### src/rtl/sram_lane_pkg.sv
package sram_lane_pkg;

    localparam int CLK_NS  = 10;
    localparam int DATA_W  = 16;
    localparam int LANE_W  = 8;
    localparam int LANES   = DATA_W / LANE_W;

    // cycles needed to cover a nanosecond minimum at CLK_NS
    function automatic int ns_to_cyc(input int ns);
        return (ns + CLK_NS - 1) / CLK_NS;
    endfunction

    localparam int DEF_TURN   = ns_to_cyc(20);  // bus float after output disable
    localparam int DEF_WPULSE = ns_to_cyc(45);  // covers pulse, cs/addr/lane to end of write
    localparam int DEF_ACCESS = ns_to_cyc(55);  // address access time

    typedef enum logic [2:0] {
        SQ_IDLE,
        SQ_WTURN,
        SQ_WPULSE,
        SQ_WHOLD,
        SQ_READ
    } seq_state_t;

    typedef struct packed {
        logic             cs_n;
        logic             oe_n;
        logic             we_n;
        logic             dq_oe;
        logic [LANES-1:0] lane_n;
    } pin_set_t;

    localparam pin_set_t PINS_IDLE = '{cs_n: 1'b1, oe_n: 1'b1, we_n: 1'b1,
                                       dq_oe: 1'b0, lane_n: '1};

    function automatic pin_set_t pins_for(input seq_state_t s,
                                          input logic [LANES-1:0] en);
        pin_set_t p;
        p = PINS_IDLE;
        if (s != SQ_IDLE) begin
            p.cs_n   = 1'b0;
            p.lane_n = ~en;
        end
        case (s)
            SQ_WPULSE: begin p.we_n = 1'b0; p.dq_oe = 1'b1; end
            SQ_WHOLD:  p.dq_oe = 1'b1;
            SQ_READ:   p.oe_n  = 1'b0;
            default:   ;
        endcase
        return p;
    endfunction

endpackage

### src/rtl/sram_cycle_timer.sv
module sram_cycle_timer #(
    parameter int MAX_CNT = 8,
    localparam int CW     = $clog2(MAX_CNT + 1)
) (
    input  logic          clk,
    input  logic          rst,
    input  logic          load,
    input  logic [CW-1:0] load_val,
    output logic          expired
);
    logic [CW-1:0] cnt;

    always_ff @(posedge clk) begin
        if (rst)             cnt <= '0;
        else if (load)       cnt <= load_val;
        else if (cnt != '0)  cnt <= cnt - 1'b1;
    end

    assign expired = (cnt == '0);
endmodule

### src/rtl/sram_seq_fsm.sv
module sram_seq_fsm
    import sram_lane_pkg::*;
#(
    parameter int T_TURN   = DEF_TURN,
    parameter int T_WPULSE = DEF_WPULSE,
    parameter int T_ACCESS = DEF_ACCESS,
    localparam int TMAX    = (T_ACCESS > T_WPULSE) ?
                             ((T_ACCESS > T_TURN) ? T_ACCESS : T_TURN) :
                             ((T_WPULSE > T_TURN) ? T_WPULSE : T_TURN),
    localparam int CW      = $clog2(TMAX + 1)
) (
    input  logic             clk,
    input  logic             rst,
    input  logic             req,
    input  logic             wr,
    input  logic [LANES-1:0] be,
    output logic             ready,
    output logic             accept,
    output logic             capture,
    output logic             null_read,
    output pin_set_t         pins
);
    seq_state_t       state, nxt;
    logic [LANES-1:0] be_q, be_sel;
    logic             t_load, t_done;
    logic [CW-1:0]    t_val;

    sram_cycle_timer #(.MAX_CNT(TMAX)) u_timer (
        .clk(clk), .rst(rst), .load(t_load), .load_val(t_val), .expired(t_done)
    );

    assign ready  = (state == SQ_IDLE);
    assign accept = req && ready;
    assign be_sel = accept ? be : be_q;

    always_comb begin
        nxt       = state;
        t_load    = 1'b0;
        t_val     = '0;
        capture   = 1'b0;
        null_read = 1'b0;
        case (state)
            SQ_IDLE: if (accept) begin
                if (be == '0) begin
                    null_read = !wr;
                end else if (wr) begin
                    nxt = SQ_WTURN;  t_load = 1'b1; t_val = CW'(T_TURN - 1);
                end else begin
                    nxt = SQ_READ;   t_load = 1'b1; t_val = CW'(T_ACCESS - 1);
                end
            end
            SQ_WTURN: if (t_done) begin
                nxt = SQ_WPULSE; t_load = 1'b1; t_val = CW'(T_WPULSE - 1);
            end
            SQ_WPULSE: if (t_done) nxt = SQ_WHOLD;
            SQ_WHOLD:  nxt = SQ_IDLE;
            SQ_READ: if (t_done) begin
                nxt = SQ_IDLE; capture = 1'b1;
            end
            default: nxt = SQ_IDLE;
        endcase
    end

    always_ff @(posedge clk) begin
        if (rst) begin
            state <= SQ_IDLE;
            be_q  <= '0;
            pins  <= PINS_IDLE;
        end else begin
            state <= nxt;
            be_q  <= be_sel;
            pins  <= pins_for(nxt, be_sel);
        end
    end

    // drivers never fight the memory's outputs
    p_bus_excl_r4: assert property (@(posedge clk) disable iff (rst)
        pins.dq_oe |-> pins.oe_n);
    // write enable only inside chip select
    p_we_in_cs_r3: assert property (@(posedge clk) disable iff (rst)
        !pins.we_n |-> !pins.cs_n);
    // busy cycles never show ready
    p_ready_busy_r2: assert property (@(posedge clk) disable iff (rst)
        !pins.cs_n |-> !ready);
    // drivers kept one cycle past the rising write enable
    p_hold_after_we_r5: assert property (@(posedge clk) disable iff (rst)
        ($rose(pins.we_n) && !pins.cs_n) |-> pins.dq_oe);
    // lane strobes frozen while selected
    p_lane_stable_r6: assert property (@(posedge clk) disable iff (rst)
        (!pins.cs_n && $past(!pins.cs_n)) |-> $stable(pins.lane_n));
endmodule

### src/rtl/sram_lane_datapath.sv
module sram_lane_datapath
    import sram_lane_pkg::*;
#(
    parameter int ADDR_W = 18
) (
    input  logic              clk,
    input  logic              rst,
    input  logic              accept,
    input  logic              capture,
    input  logic              null_read,
    input  logic [ADDR_W-1:0] addr,
    input  logic [DATA_W-1:0] wdata,
    input  logic [LANES-1:0]  be,
    input  logic [DATA_W-1:0] dq_i,
    output logic [ADDR_W-1:0] mem_addr,
    output logic [DATA_W-1:0] dq_o,
    output logic [DATA_W-1:0] rdata,
    output logic              rvalid
);
    logic [LANES-1:0]  be_q;
    logic [DATA_W-1:0] masked;

    for (genvar g = 0; g < LANES; g++) begin : g_lane
        assign masked[g*LANE_W +: LANE_W] = be_q[g] ? dq_i[g*LANE_W +: LANE_W] : '0;
    end

    always_ff @(posedge clk) begin
        if (rst) begin
            mem_addr <= '0;
            dq_o     <= '0;
            be_q     <= '0;
            rdata    <= '0;
            rvalid   <= 1'b0;
        end else begin
            if (accept) begin
                mem_addr <= addr;
                dq_o     <= wdata;
                be_q     <= be;
            end
            rvalid <= capture || null_read;
            if (capture)        rdata <= masked;
            else if (null_read) rdata <= '0;
        end
    end

    p_rvalid_pulse_r8: assert property (@(posedge clk) disable iff (rst)
        rvalid |=> !rvalid);
endmodule

### src/rtl/sram_lane_ctrl.sv
module sram_lane_ctrl
    import sram_lane_pkg::*;
#(
    parameter int ADDR_W   = 18,
    parameter int T_TURN   = DEF_TURN,
    parameter int T_WPULSE = DEF_WPULSE,
    parameter int T_ACCESS = DEF_ACCESS
) (
    input  logic              clk,
    input  logic              rst,
    input  logic              req,
    output logic              ready,
    input  logic              wr,
    input  logic [ADDR_W-1:0] addr,
    input  logic [DATA_W-1:0] wdata,
    input  logic [LANES-1:0]  be,
    output logic [DATA_W-1:0] rdata,
    output logic              rvalid,
    output logic [ADDR_W-1:0] mem_addr,
    output logic [DATA_W-1:0] mem_dq_o,
    output logic              mem_dq_oe,
    input  logic [DATA_W-1:0] mem_dq_i,
    output logic              mem_cs_n,
    output logic              mem_oe_n,
    output logic              mem_we_n,
    output logic              mem_lb_n,
    output logic              mem_ub_n
);
    logic     accept, capture, null_read;
    pin_set_t pins;

    sram_seq_fsm #(
        .T_TURN(T_TURN), .T_WPULSE(T_WPULSE), .T_ACCESS(T_ACCESS)
    ) u_fsm (
        .clk(clk), .rst(rst), .req(req), .wr(wr), .be(be),
        .ready(ready), .accept(accept), .capture(capture),
        .null_read(null_read), .pins(pins)
    );

    sram_lane_datapath #(.ADDR_W(ADDR_W)) u_dp (
        .clk(clk), .rst(rst), .accept(accept), .capture(capture),
        .null_read(null_read), .addr(addr), .wdata(wdata), .be(be),
        .dq_i(mem_dq_i), .mem_addr(mem_addr), .dq_o(mem_dq_o),
        .rdata(rdata), .rvalid(rvalid)
    );

    assign mem_cs_n  = pins.cs_n;
    assign mem_oe_n  = pins.oe_n;
    assign mem_we_n  = pins.we_n;
    assign mem_dq_oe = pins.dq_oe;
    assign mem_lb_n  = pins.lane_n[0];
    assign mem_ub_n  = pins.lane_n[1];

    p_addr_stable_r10: assert property (@(posedge clk) disable iff (rst)
        (!mem_cs_n && $past(!mem_cs_n)) |-> $stable(mem_addr));
endmodule

### config.mk
export PLATFORM = sky130hd
export DESIGN_NAME = sram_lane_ctrl
export DESIGN_NICKNAME = d
export VERILOG_FILES = /design/src/rtl/sram_lane_pkg.sv /design/src/rtl/sram_cycle_timer.sv /design/src/rtl/sram_seq_fsm.sv /design/src/rtl/sram_lane_datapath.sv /design/src/rtl/sram_lane_ctrl.sv
export SDC_FILE = /design/constraint.sdc
export NUM_CORES = 1
export LEC_CHECK = 0
export ABC_AREA = 1
export BUFFER_PORTS_ARGS = -buffer_cell sky130_fd_sc_hd__buf_2
export CORE_UTILIZATION = 30
export CTS_CLUSTER_DIAMETER = 30
export DETAILED_ROUTE_END_ITERATION = 7
export HOLD_SLACK_MARGIN = 0.02
export PLACE_DENSITY_LB_ADDON = 0.08
export SYNTH_ARGS = -nofsm -noshare
export SYNTH_HDL_FRONTEND = slang
export SYNTH_HIERARCHICAL = 1
export SYNTH_SLANG_ARGS = --single-unit
### constraint.sdc
create_clock -name clk -period 1.55 [get_ports clk]
set_input_delay 0.0775 -clock clk [delete_from_list [all_inputs] [get_ports clk]]
set_output_delay 0.0775 -clock clk [all_outputs]
set_load 0.01 [all_outputs]
==> flow_metrics.py, run 1 <==
metrics = {
    "run_status": {
        "status": "complete, no violations",
    },
    "synthesis": {
        "synth.distinct_cells": 29,
        "ys_ff_latch": 67,
        "netlist_instances": 325,
        "yosys.area.top_type": "dfxtp_1",
        "synth_top_cells_by_area": "dfxtp_1, nand2_1, a21oi_1",
        "synth_nets": 383,
        "synth_top_area_share": 0.504,
        "syn_area_mm2": 0.00266,
        "yosys_warnings": 6,
        "synth-seq-area-share": 0.504,
        "postSynthAreaPerCell_um2": 8.18,
    },
    "routing": {
        "wl_per_cell_um": 12.0,
        "final_antenna_net_count": 0,
        "drtPass1Iterations": 4,
        "vias": 2753,
        "drcViolationCount": 0,
        "routed_wl_mm": 7.34,
        "post_drt_via_cell_ratio": 4.48,
        "drt_iter0_drc": 79,
    },
    "finish": {
        "layout.cells.non_filler": 614,
        "post-route-cell-area_mm2": 0.00422,
        "area_growth_pct": 58.8,
        "diodes": 0,
        "drive_gt1_frac": 0.383,
        "final_net_count": 562,
    },
    "floorplanning": {
        "die_w_um": 96.2,
        "dieHeight_um": 96.2,
        "die_area_mm2": 0.00925,
        "rows": 33,
        "floorplan.initialDensity": 0.317,
        "core_area_mm2": 0.00838,
        "io_pins": 114,
    },
    "worst_setup_path": {
        "end_kind": "flip-flop",
        "rrSetupSlack_ps": 80,
        "crit_type": "flip-flop to flip-flop",
        "crit_required_ps": 1790,
        "cp.arrival_ps": 1710,
        "regToRegEndpoint": "u_dp/rdata[10]",
        "slowest_delay_ps": 320,
        "path_cells": "inv_2, ha_4, inv_1, nor2_4, inv_2, nor2_2, buf_4, nor2_8, buf_4, nand2_2, a21oi_2",
        "cp_slowest_cell": "dfxtp_1",
        "worst-path-max-fanout": 6,
        "cp-start-kind": "flip-flop",
        "ff2ff_path_depth": 11,
        "r2r_start": "u_fsm/u_timer/cnt[1]",
    },
    "timing": {
        "fmax_mhz": 679,
        "rsz0062_at_grt": "true",
        "holdWs_ps": 118,
        "post-route-period-util": 0.951,
        "fin_crit_ps": 1470,
        "hold_viol": 0,
        "skew_ps": 5.02,
        "setup_viol_count_final": 0,
        "slew_viol_final": 0,
        "fin_tns_setup_ps": 0,
    },
    "global_route": {
        "grt.busiest_layer": "met2",
        "overflow": 0,
        "grtUsageMet2": 0.282,
        "grt_pass1_vias": 2598,
        "grt_start_max_net_pins": 37,
        "use_met1": 0.177,
        "met3_usage": 0.0474,
        "antenna_found_initial": 0,
        "grt_first_pass_wirelength_mm": 11.3,
        "grt_usage": 0.161,
    },
    "placement": {
        "hpwl_mm": 4.70,
        "dpl_cell_area_mm2": 0.00339,
        "port_buffers": 113,
        "gp_congestion": 0.757,
        "placedCellCount": 541,
    },
    "power_and_ir_drop": {
        "ir_drop_mv": 0.720,
        "power_density_mw_per_mm2": 1400,
        "cellLeakagePower_nw": 1.94,
        "total_power_w": 0.00592,
    },
    "clock_network": {
        "cts_sinks": 67,
        "clk_pin_slew_ps": 70,
        "cts_buffers": 9,
        "clkLatencyLatePin_ps": 340,
        "htree_levels": 3,
        "clockRootBuffer": "clkbuf_8",
        "cts_tree": "yes",
        "clk_path_buf_depth": 2,
    },
    "min_path": {
        "whs_path_depth": 4,
        "hold-path-endpoint": "u_fsm/be_q[1]",
        "hp-class": "input port to flip-flop",
        "min_from": "req",
    },
    "job": {
        "max_cap_violations": 0,
    },
}
-- logic make-up (layout without fill, tap and decap cells) --
family	count (synthesis)	after routing	synth area share
and+or+nand+nor	149	149	0.260
DFF	67	67	0.504
AOI/OAI and AO/OA	65	65	0.146
buffers and inverters	40	224	0.0762
adders and majority gates	2	2	0.00941
other	1	1	0.00141
xor gates and xnor gates	1	1	0.00329
-- synthesized netlist by cell type (all sizes together) --
cell type,instances
ha,2
nand2,109
conb,1
clkbuf,5
nand4,3
o21bai,4
buf,13
o22ai,1
inv,22
nor2,13
nand3,23
o21ai,4
nor3,1
dfxtp,67
xnor2,1
a21oi,56
-- worst max-delay path, delay by kind of cell (launching register included) --
family / cells / cell delay, ps
simple gates: 4 / 330
flops: 1 / 320
fa+ha+maj: 1 / 130
compound gates: 1 / 50
buf+inv: 5 / 520
-- placed cells by master, fill, tap and decap left out, types with 2 or more instances in the layout --
cell	netlist	routed
nand3_2	1	3
dfxtp_1	67	66
inv_1	17	14
a21oi_2	10	13
dlygate4sd3_1	0	52
a21oi_1	46	43
nand2_1	96	96
buf_12	1	2
nor2_1	10	8
nor2_4	1	2
inv_4	1	2
inv_2	4	6
clkbuf_8	0	10
o21bai_1	4	4
o21ai_0	4	3
nand3_1	20	17
buf_2	6	113
clkbuf_1	5	4
nor2_2	1	2
buf_4	5	16
nand3_4	2	3
nand4_1	3	3
nand2_2	12	12
-- sequential cells by signal (all words and copies together), names as in the netlist --
name and cells:
u_dp/mem_addr 18, u_dp/dq_o 16, u_dp/rdata 16, u_fsm/pins 6
u_fsm/state 3, u_fsm/u_timer/cnt 3, u_dp/be_q 2, u_fsm/be_q 2
u_dp/rvalid 1
-- worst max path at each step --
stage	slack (ps)	to	startpoint
final	80	u_dp/rdata[10]	u_fsm/u_timer/cnt[1]
after global placement	4	u_dp/rdata[7]	u_fsm/u_timer/cnt[1]
after detailed placement	-40	u_dp/rdata[15]	u_fsm/u_timer/cnt[0]
after CTS	2	u_dp/rdata[11]	u_fsm/u_timer/cnt[0]
after global routing	-10	u_fsm/u_timer/cnt[2]	u_fsm/u_timer/cnt[0]
after floorplan	20	u_dp/rdata[14]	u_fsm/u_timer/cnt[0]
-- final cells by class --
cell class | count | area (um2)
Inverter | 22 | 87.6
Multi-Input combinational cell | 218 | 1180
Tap cell | 105 | 131
Sequential cell | 67 | 1340
Clock inverter | 2 | 35.0
Clock buffer | 14 | 153
Fill cell | 843 | 4160
Timing Repair Buffer | 186 | 1300
-- metrics by stage --
step	setup slack [ps]	utilization
2_1_floorplan	22.9	-
3_3_place_gp	4.28	0.405
3_5_place_dp	-40.2	0.405
4_1_cts	2.47	0.493
5_1_grt	-14.6	0.504
6_report	76.6	0.504
-- what timing repair did --
item	4_1_cts	5_1_grt
endpoints found under the setup margin	16	22
gates resized for setup	2	17
hold buffers	52	0
gates cloned	0	1
pin swaps	1	18
hold endpoints to repair	52	0
setup buffers	3	1
-- report_power, final --
group | switching (W) | total, W | leakage, nW | internal [W]
sequential | 0.000184 | 0.00221 | 0.548 | 0.00203
clock | 0.000618 | 0.00141 | 0.0947 | 0.000788
combinational | 0.00128 | 0.00230 | 1.29 | 0.00102
-- routing by layer --
layer  vias up  wire, um  part of all wire
li1       1403         -                 -
met2        85      3500              0.48
met1      1254      3210              0.44
met3        11       522             0.071
met5         -         0                 0
met4         0       110             0.015
(Power assumes the default switching activity.)
==> inputs of run 2 (changes only) <==
--- a/config.mk
+++ b/config.mk
@@ -12,6 +12,7 @@
 export DETAILED_ROUTE_END_ITERATION = 7
 export HOLD_SLACK_MARGIN = 0.02
 export PLACE_DENSITY_LB_ADDON = 0.08
+export SETUP_SLACK_MARGIN = 0.4
 export SYNTH_ARGS = -nofsm -noshare
 export SYNTH_HDL_FRONTEND = slang
 export SYNTH_HIERARCHICAL = 1
==> constraint.sdc (replaced) <==
create_clock -name clk -period 1.55 [get_ports clk]
set_input_delay 0.2325 -clock clk [delete_from_list [all_inputs] [get_ports clk]]
set_output_delay 0.2325 -clock clk [all_outputs]
set_load 0.01 [all_outputs]
==> run 2 against run 1 <==
Register-to-register slack better by 30 ps. Sequential share of layout area shrank 1.7 points. Worst hold slack improved by 20 ps. Sequential power is 3% higher. Power rose by 21%. Critical path type unchanged. Sequential cell count stayed put.
==> flow_metrics.py, run 2 (synthesized netlist as in run 1, its figures left out) <==
metrics = {
    "run_status": {
        "status": "complete, no violations",
    },
    "floorplanning": {
        "die_w_um": 96.2,
        "floorplan.initialDensity": 0.317,
        "rows": 33,
        "io_pins": 114,
        "core_area_mm2": 0.00838,
        "dieHeight_um": 96.2,
        "die_area_mm2": 0.00925,
    },
    "finish": {
        "diodes": 0,
        "layout.cells.non_filler": 590,
        "largest_reg_flops": 18,
        "area_growth_pct": 69.6,
        "fin_util": 0.538,
        "drive_gt1_frac": 0.643,
        "layout_commonest_cell": "buf_2",
        "layout_common_cells": "buf_2, dfxtp_1, nand2_1",
        "reg_top3": "u_dp/mem_addr (18), u_dp/dq_o (16), u_dp/rdata (16)",
        "final_net_count": 539,
        "multi_input_area_mm2": 0.00155,
        "seqCellArea_mm2": 0.00136,
        "fill_cells": 806,
        "largest-register": "u_dp/mem_addr",
    },
    "clock_network": {
        "clkLatencyLatePin_ps": 330,
        "clockRootBuffer": "clkbuf_8",
        "clk_pin_slew_ps": 70,
        "cts_buffers": 9,
        "cts_tree": "yes",
        "htree_levels": 3,
        "clk_path_buf_depth": 2,
        "cts_sinks": 67,
    },
    "placement": {
        "gp_congestion": 0.794,
        "post-place-ws_ps": 101,
        "port_buffers": 113,
        "hpwl_mm": 4.67,
        "placedCellCount": 535,
    },
    "global_route": {
        "grt.busiest_layer": "met2",
        "antenna_found_initial": 0,
        "grt_first_pass_wirelength_mm": 12.4,
        "met3_usage": 0.0600,
        "grt_pass1_vias": 2563,
        "grtUsageMet2": 0.311,
        "grt_start_max_net_pins": 38,
        "grt_usage": 0.179,
        "overflow": 0,
        "use_met1": 0.197,
    },
    "routing": {
        "routed_wl_mm": 8.23,
        "post_drt_via_cell_ratio": 4.63,
        "final_antenna_net_count": 0,
        "drcViolationCount": 0,
        "wl_per_cell_um": 13.9,
        "drt_iter0_drc": 62,
        "vias": 2734,
        "drtPass1Iterations": 5,
    },
    "timing": {
        "fmax_mhz": 692,
        "fin_crit_ps": 1440,
        "fin_tns_setup_ps": 0,
        "skew_ps": 6.55,
        "fin_ws_ps": 106,
        "rsz0062_at_grt": "true",
        "slew_viol_final": 0,
        "post-route-period-util": 0.932,
        "hold_viol": 0,
        "setup_viol_count_final": 0,
    },
    "job": {
        "max_cap_violations": 0,
    },
    "worst_setup_path": {
        "path_buf_inv": 5,
        "critPathMostFrequentCell": "inv_2",
        "cp-start-kind": "flip-flop",
        "cp_slowest_cell": "dfxtp_2",
        "crit_type": "flip-flop to flip-flop",
        "crit_required_ps": 1820,
        "worst-path-max-fanout": 6,
        "cp_top_family": "buffers and inverters",
        "cp.arrival_ps": 1720,
        "end_kind": "flip-flop",
        "path_cells": "inv_2, ha_4, inv_2, nor2_4, inv_2, nor2_4, buf_6, nor2_8, clkbuf_16, nand2_2, a21oi_2",
        "slowest_delay_ps": 340,
    },
    "power_and_ir_drop": {
        "total_power_w": 0.00718,
        "power_density_mw_per_mm2": 1590,
        "cellLeakagePower_nw": 2.10,
        "ir_drop_mv": 0.715,
    },
    "min_path": {
        "hp-class": "input port to flip-flop",
    },
}
[run 2: path summary, 6_finish.rpt]
kind / cells past startpoint / start / slack (ps) / endpoint
worst max-delay path: 11 / u_fsm/u_timer/cnt[0] / 110 / u_dp/rdata[10]
worst min-delay path: 3 / wdata[13] / 140 / u_dp/dq_o[13]
worst max register to register: 11 / u_fsm/u_timer/cnt[0] / 110 / u_dp/rdata[10]
worst min register to register: 2 / u_dp/dq_o[13] / 460 / u_dp/dq_o[13]
[run 2: tightest hold or removal path: stages]
cell     delay (ps)
buf_2           100
nand2_1          50
a21oi_1          50
[run 2: layout make-up]
type                            count  area share
Timing Repair inverter              7      0.0216
Tap cell                          105      0.0291
Inverter                           22      0.0255
Timing Repair Buffer              156       0.243
Clock inverter                      5     0.00693
Sequential cell                    67       0.301
Multi-Input combinational cell    218       0.344
Clock buffer                       10      0.0283
[run 2: layer usage]
layer	wire, um	up-vias
li1	-	1366
met1	3370	1264
met2	4120	89
met3	594	15
met4	143	0
met5	0	-
[run 2: where the power goes]
| group | leakage [nW] | switching (W) | internal (W) |
|---|---|---|---|
| Combinational | 1.46 | 0.00195 | 0.00175 |
| Sequential | 0.552 | 0.000237 | 0.00205 |
| Clock | 0.0819 | 0.000639 | 0.000565 |
[run 2: what timing repair did]
action	CTS	global route
setup buffers	23	5
endpoints found under the setup margin	66	72
cloned	11	1
endpoints found under the hold margin	0	0
hold buffers	0	0
gates resized for setup	97	59
pin swaps	19	13
[run 2: per-stage QoR]
| stage | instance area (um2) | hold slack (ps) |
|---|---|---|
| final | 4510 | 138 |
| after global routing | 4510 | 120 |
| after CTS | 4240 | 114 |
| after detailed placement | 3410 | 449 |
| after global placement | 3410 | 443 |
| after floorplan | 2750 | 294 |
